File: config.mk
export PLATFORM = sky130hd
export DESIGN_NAME = rx_idle_timeout
export DESIGN_NICKNAME = d
export VERILOG_FILES = /design/src/rtl/rx_to_pkg.sv /design/src/rtl/rx_to_frame_limit.sv /design/src/rtl/rx_to_restart_sel.sv /design/src/rtl/rx_to_idle_core.sv /design/src/rtl/rx_idle_timeout.sv
export SDC_FILE = /design/constraint.sdc
export NUM_CORES = 1
export LEC_CHECK = 0
export ABC_AREA = 0
export BUFFER_PORTS_ARGS = -buffer_cell sky130_fd_sc_hd__buf_2
export CAP_MARGIN = 10
export CORE_ASPECT_RATIO = 0.9
export CORE_UTILIZATION = 39
export DETAILED_ROUTE_END_ITERATION = 12
export MAX_ROUTING_LAYER = met4
export PLACE_DENSITY_LB_ADDON = 0.25
export SYNTH_ARGS = -nofsm -noshare
export SYNTH_HDL_FRONTEND = slang
export SYNTH_SLANG_ARGS = --single-unit
File: constraint.sdc
create_clock -name clk -period 4.4 [get_ports clk]
set_clock_uncertainty 0.2 [all_clocks]
set_input_delay 0.22 -clock clk [delete_from_list [all_inputs] [get_ports clk]]
set_output_delay 0.22 -clock clk [all_outputs]
set_load 0.03 [all_outputs]
File: src/rtl/rx_to_pkg.sv
package rx_to_pkg;

    typedef struct packed {
        logic [1:0] data_sel;
        logic       parity_en;
        logic       two_stop;
    } frame_fmt_t;

    // Bits in one serial character: start + data + optional parity + stops.
    function automatic logic [3:0] frame_bits(input frame_fmt_t fmt);
        logic [3:0] n;
        n = 4'd1 + (4'd5 + {2'b00, fmt.data_sel});
        n = n + {3'b000, fmt.parity_en};
        n = n + (fmt.two_stop ? 4'd2 : 4'd1);
        return n;
    endfunction

endpackage

File: src/rtl/rx_to_frame_limit.sv
module rx_to_frame_limit
    import rx_to_pkg::*;
#(
    parameter int OSR        = 16,
    parameter int CHAR_TIMES = 4,
    parameter int LIMIT_W    = 10
) (
    input  frame_fmt_t         fmt,
    output logic [LIMIT_W-1:0] limit
);
    localparam int TICKS_PER_BIT = OSR * CHAR_TIMES;

    always_comb begin
        limit = LIMIT_W'(frame_bits(fmt)) * LIMIT_W'(TICKS_PER_BIT);
    end
endmodule

File: src/rtl/rx_to_restart_sel.sv
module rx_to_restart_sel (
    input  logic pending,
    input  logic rx_push,
    input  logic cpu_pop,
    output logic restart,
    output logic clear
);
    always_comb begin
        clear   = pending & cpu_pop;
        restart = pending ? cpu_pop : (rx_push | cpu_pop);
    end
endmodule

File: src/rtl/rx_to_idle_core.sv
module rx_to_idle_core #(
    parameter int LIMIT_W = 10
) (
    input  logic               clk,
    input  logic               rst,
    input  logic               active,
    input  logic               tick,
    input  logic               restart,
    input  logic               clear,
    input  logic [LIMIT_W-1:0] limit,
    output logic               pending
);
    typedef struct packed {
        logic [LIMIT_W-1:0] cnt;
        logic               irq;
    } core_state_t;

    core_state_t st_d, st_q;

    always_comb begin
        st_d = st_q;
        if (!active) begin
            st_d = '0;
        end else begin
            if (restart) begin
                st_d.cnt = '0;
            end else if (tick && (st_q.cnt < limit)) begin
                st_d.cnt = st_q.cnt + 1'b1;
            end
            if (clear) begin
                st_d.irq = 1'b0;
            end else if (!st_q.irq && !restart && (st_q.cnt >= limit)) begin
                st_d.irq = 1'b1;
            end
        end
        if (rst) begin
            st_d = '0;
        end
    end

    always_ff @(posedge clk) begin
        st_q <= st_d;
    end

    assign pending = st_q.irq;
endmodule

File: src/rtl/rx_idle_timeout.sv
module rx_idle_timeout
    import rx_to_pkg::*;
#(
    parameter int OSR        = 16,
    parameter int CHAR_TIMES = 4,
    parameter int CNT_W      = 5
) (
    input  logic             clk,
    input  logic             rst,
    input  logic             baud_tick,
    input  logic [1:0]       data_sel,
    input  logic             parity_en,
    input  logic             two_stop,
    input  logic             rx_push,
    input  logic             cpu_pop,
    input  logic [CNT_W-1:0] fifo_count,
    input  logic             fifo_en,
    input  logic             rx_irq_en,
    output logic             timeout_irq
);
    localparam int MAX_BITS  = 12;
    localparam int MAX_LIMIT = MAX_BITS * OSR * CHAR_TIMES;
    localparam int LIMIT_W   = $clog2(MAX_LIMIT + 1);

    frame_fmt_t         fmt;
    logic [LIMIT_W-1:0] limit;
    logic               active;
    logic               pending;
    logic               restart;
    logic               clear;

    always_comb begin
        fmt.data_sel  = data_sel;
        fmt.parity_en = parity_en;
        fmt.two_stop  = two_stop;
        active        = fifo_en & rx_irq_en & (fifo_count != '0);
    end

    rx_to_frame_limit #(
        .OSR        (OSR),
        .CHAR_TIMES (CHAR_TIMES),
        .LIMIT_W    (LIMIT_W)
    ) u_limit (
        .fmt   (fmt),
        .limit (limit)
    );

    rx_to_restart_sel u_sel (
        .pending (pending),
        .rx_push (rx_push),
        .cpu_pop (cpu_pop),
        .restart (restart),
        .clear   (clear)
    );

    rx_to_idle_core #(
        .LIMIT_W (LIMIT_W)
    ) u_core (
        .clk     (clk),
        .rst     (rst),
        .active  (active),
        .tick    (baud_tick),
        .restart (restart),
        .clear   (clear),
        .limit   (limit),
        .pending (pending)
    );

    assign timeout_irq = pending & active;
endmodule

# Yosys cells after proc, flatten, opt, wreduce, memory -nomap -nowiden
# Index checks and enable logic that the tools add are counted.
[classes] bitwise_logic=6 n_reduce_logical=8 order_cmp=2 addsub=5 n_mux=2
[op_table] cell="adder 10 x 1 -> 10 bit (second input constant)" count=1
[op_table] cell=">= comparator 10 bit" count=1
[op_table] cell="less-than comparator 10 bit" count=1
[op_table] cell="OR reduction 3 bit" count=2
[op_table] cell="nonzero test 5 bit" count=1
[op_table] cell="adder 1 x 4 -> 4 bit (first input constant)" count=1
[op_table] cell="adder 3 x 2 -> 4 bit (first input constant)" count=1
[op_table] cell="adder 4 x 1 -> 4 bit" count=1
[op_table] cell="adder 4 bit" count=1
[op_table] cell="bitwise AND 1 bit" count=4
[op_table] cell="logical AND 1 bit" count=3
[op_table] cell="logical NOT 1 bit" count=2
[op_table] cell="two-way mux 2 bit" count=1
[op_table] cell="two-way mux 1 bit" count=1
[op_table] cell="NOT 1 bit" count=1
[op_table] cell="OR 1 bit" count=1
[totals] word_cells=25 inputBits=16 regBits=11 out_inout_bits=1

# Logic depth before layout (Yosys ltp)
[depth] word_depth=6 mapped_depth=11 depth_no_buf=11

# Cells and area by module
# From an unflattened synthesis, not the netlist that was laid out.
[unflattened] hier_cells=126 area_unflattened_um2=987.2
[by_module_without_submodules] mod="rx_to_idle_core" cells_each=102 area_per_inst_um2=807.0 seq_area_each_um2=220.2 instances=1
[by_module_without_submodules] mod="rx_to_frame_limit" cells_each=17 area_per_inst_um2=128.9 seq_area_each_um2=0.0 instances=1
[by_module_without_submodules] mod="rx_idle_timeout" cells_each=4 area_per_inst_um2=32.5 seq_area_each_um2=0.0 instances=1
[by_module_without_submodules] mod="rx_to_restart_sel" cells_each=3 area_per_inst_um2=18.8 seq_area_each_um2=0.0 instances=1

# Worst setup path after synthesis
# No wires, ideal clock.
[synth_timing] kind="in2reg" startpoint="in data_sel[0]" endpoint="reg u_core.st_q[7] (netlist name)" required_ns=4.129 arrival_ns=2.315 path_buffers=0 setup_ns=0.071 cell_stages=11 path_slack_ns=1.813 cell_sequence="inv_1 > fa_1 > inv_1 > ha_1 > inv_1 > ha_1 > ha_1 > a21oi_4 > nand4_2 > or4_1 > a21oi_1"
[synth_between] elab_chain_cells=6
[synth_rtl] element="start, declared" line="rx_idle_timeout.sv:11" rtl="input logic [1:0] data_sel,"
[synth_rtl] element="adder 3 x 2 -> 4 bit" line="rx_to_pkg.sv:12" rtl="n = 4'd1 + (4'd5 + {2'b00, fmt.data_sel});"
[synth_rtl] element="adder 1 x 4 -> 4 bit" line="rx_to_pkg.sv:12"
[synth_rtl] element="adder 4 x 1 -> 4 bit" line="rx_to_pkg.sv:13" rtl="n = n + {3'b000, fmt.parity_en};"
[synth_rtl] element="adder 4 bit" line="rx_to_pkg.sv:14" rtl="n = n + (fmt.two_stop ? 4'd2 : 4'd1);"
[synth_rtl] element="less-than comparator 10 bit" line="rx_to_idle_core.sv:27" rtl="end else if (tick && (st_q.cnt < limit)) begin"
[synth_rtl] element="logical AND 1 bit" line="rx_to_idle_core.sv:27"
[synth_rtl] element="end signal, assigned" line="rx_to_idle_core.sv:42" rtl="st_q <= st_d;"
[synth_rtl] element="end, declared" line="rx_to_idle_core.sv:18" rtl="core_state_t st_d, st_q;"
# Every way passes these cells.
# A chain may end at the register's enable or synchronous reset.

# Worst setup path after layout
[layout_timing] startpoint="in data_sel[0]" endpoint="reg u_core.st_q[9] (netlist name)"
# Same word-level chain as after synthesis.

==> results.sh <==
export IMPL_finalSetupViolCount=0
export IMPL_post_place_ws_ns=1.53
export IMPL_io_pins=17
export IMPL_final_common_cell="buf_2"
export IMPL_leakage_uw=0.000372
export IMPL_postCtsSetupRepairBufs=0
export IMPL_most_common_layout_cells="buf_2, inv_1, a21oi_1, dfxtp_1, ha_1"
export IMPL_grt_pass1_vias=688
export IMPL_wl_met2_um=740
export IMPL_max_freq_ghz=0.387
export IMPL_drc_errors=0
export IMPL_required_ns=4.40
export IMPL_yosys_warnings=0
export IMPL_finalMaxSlewViolations=0
export IMPL_die_area_mm2=0.00227
export IMPL_post_cts_resized=0
export IMPL_clock_sinks=11
export IMPL_grt_pass1_wl_mm=2.72
export IMPL_die_x_um=50.1
export IMPL_highest_layer="met4"
export IMPL_cts_reportedPaths_clkPinSlew_ns=0.07
export IMPL_ant_nets=0
export IMPL_syn2layout_area_growth_pct=15.6
export IMPL_clock_root_buffer="clkbuf_4"
export IMPL_final_util=0.485
export IMPL_routedWlPerCell_um=11.8
export IMPL_path_class="in2reg"
export IMPL_relSlewSlack=0.761
export IMPL_clk_latency_ns=0.26
export IMPL_syn_nets=120
export IMPL_cts_buffers=3
export IMPL_vdd_drop_max_uv=137
export IMPL_rsz0062_at_grt="false"
export IMPL_postSynthAreaPerCell_um2=8.63
export IMPL_crit_arrival_ns=2.58
export IMPL_ctsHoldBuffers=0
export IMPL_wl_met1_um=820
export IMPL_clockBufferDepth=2
export IMPL_ys_seq_area_frac=0.272
export IMPL_vias=744
export IMPL_min_from="rx_push"
export IMPL_die_h_um=45.3
export IMPL_finalHoldViolCount=0
export IMPL_initial_core_util=0.419
export IMPL_maxCapViolations=0
export IMPL_drt_iter0_markers=7
export IMPL_htreeDepth=1
export IMPL_dp_final_hpwl_mm=1.28
export IMPL_grt_overflow_total=0
export IMPL_yosysUniqueCellTypes=31
export IMPL_num_antenna_cells=0
export IMPL_r2r_start="u_core.st_q[10]$_SDFFE_PP0P_"
export IMPL_layout_setup_ws_ns=1.81
export IMPL_tns_ns=0
export IMPL_routed_wl_met3_um=59
export IMPL_critPathLaunch="data_sel[0]"
export IMPL_cts_tree="done"
export IMPL_fillers=194
export IMPL_rows=15
export IMPL_layout_nets=140
export IMPL_synth_seq_cells=11
export IMPL_viasPerCell=5.39
export IMPL_outcome="finished clean"
export IMPL_grt_max_degree=18
export IMPL_worst_pin_slew_ns=0.353
export IMPL_synthCells=94
export IMPL_first_pass_iters=4
export IMPL_worstSetupEndpointType="flip-flop"
export IMPL_port_buffers=16
export IMPL_timing_final_crit_period_ns=2.59
export IMPL_period_share=0.588
export IMPL_seqCellArea_um2=220
export IMPL_coreArea_mm2=0.00193
export IMPL_drive_gt1_frac=0.212
export IMPL_antenna_found_initial=0
export IMPL_crit_fanout=6
export IMPL_hold_class="in2reg"
export IMPL_dp_cells=134
export IMPL_gp_congestion=0.818
export IMPL_crit_path_start_kind="input port"
export IMPL_fin_hold_ws_ns=0.0795
export IMPL_grt_use_total=0.168
export IMPL_fin_cells=138
export IMPL_syn_cell_area_um2=811
export IMPL_multi_input_area_um2=523
export IMPL_wl_mm=1.63
export IMPL_p_per_area_mw_per_mm2=216
Yosys cell counts:
master / count / area share
nand4bb_1: 1 / 0.014
o211a_4: 1 / 0.022
ha_1: 9 / 0.14
nand3_1: 5 / 0.031
nand2b_1: 1 / 0.0077
nand2_1: 4 / 0.019
fa_1: 1 / 0.025
nor4b_1: 1 / 0.011
nor2b_4: 1 / 0.017
nor3_1: 2 / 0.012
and2_1: 1 / 0.0077
mux2i_1: 1 / 0.012
a21oi_4: 1 / 0.020
dfxtp_1: 11 / 0.27
nand3b_1: 1 / 0.0093
and4_1: 1 / 0.011
a31oi_1: 1 / 0.0077
nor2_1: 1 / 0.0046
o21a_1: 1 / 0.0093
nand4_2: 1 / 0.015
nand4_1: 2 / 0.015
a21oi_1: 11 / 0.068
o211ai_1: 1 / 0.0093
o21ai_0: 3 / 0.019
o31ai_1: 6 / 0.056
and4b_1: 1 / 0.012
buf_6: 1 / 0.014
or4_1: 6 / 0.056
or2_1: 1 / 0.0077
inv_1: 15 / 0.069
or3_2: 1 / 0.0093
per-layer routing:
| metal | vias to the layer above | global-route usage |
|---|---|---|
| met5 | - | - |
| met4 | 0 | 0.103 |
| met3 | 2 | 0.0202 |
| met2 | 13 | 0.280 |
| met1 | 341 | 0.194 |
| li1 | 388 | - |
flip-flops by register name (all words and copies together), names as in the netlist:
name / count
u_core.st_q: 10
u_core.pending: 1
report_power, final:
| group | internal (uW) | switching [uW] |
|---|---|---|
| registers | 99.6 | 0.109 |
| logic | 16.7 | 17.4 |
| clock network | 35.1 | 33.8 |
| total | 151 | 51.3 |
critical path, cell delays in order:
cell,delay [ns]
buf_2,0.07
inv_1,0.05
fa_1,0.42
inv_1,0.06
ha_1,0.13
inv_1,0.04
ha_1,0.17
ha_1,0.35
a21oi_4,0.22
nand4_2,0.20
or4_1,0.50
a21oi_1,0.15
layout make-up:
type                       count  area share
multi-input combinational     67       0.558
inverter                      15      0.0601
timing repair buffer          16      0.0854
clock buffer                   4      0.0280
sequential                    11       0.235
tap                           25      0.0334
stage by stage:
| step | instance area [um^2] | total power (uW) |
|---|---|---|
| finish | 937 | 203 |
| global placement | 911 | 135 |
| detailed placement | 911 | 137 |
| floorplan | 811 | 125 |
| CTS | 937 | 209 |
| global route | 937 | 216 |
cells by family (layout without fill, tap and decap cells):
family / count (synthesis) / count (layout) / share of synthesized area
AOI/OAI and AO/OA: 25 / 25 / 0.210
adders and majority gates: 10 / 10 / 0.164
buffers and inverters: 16 / 35 / 0.0833
DFF: 11 / 11 / 0.272
muxes: 1 / 1 / 0.0123
and+or+nand+nor: 31 / 31 / 0.259
path summary, 6_finish.rpt:
check                                     end  slack [ns]  cells after the start
setup reg to reg  u_core.st_q[9]$_SDFFE_PP0P_        2.36                      5
setup / recovery  u_core.st_q[9]$_SDFFE_PP0P_        1.81                     12
hold / removal    u_core.pending$_SDFFE_PP0P_        0.08                      3
hold reg to reg   u_core.pending$_SDFFE_PP0P_        0.29                      1
No activity file was read; power rests on OpenSTA's default activity.
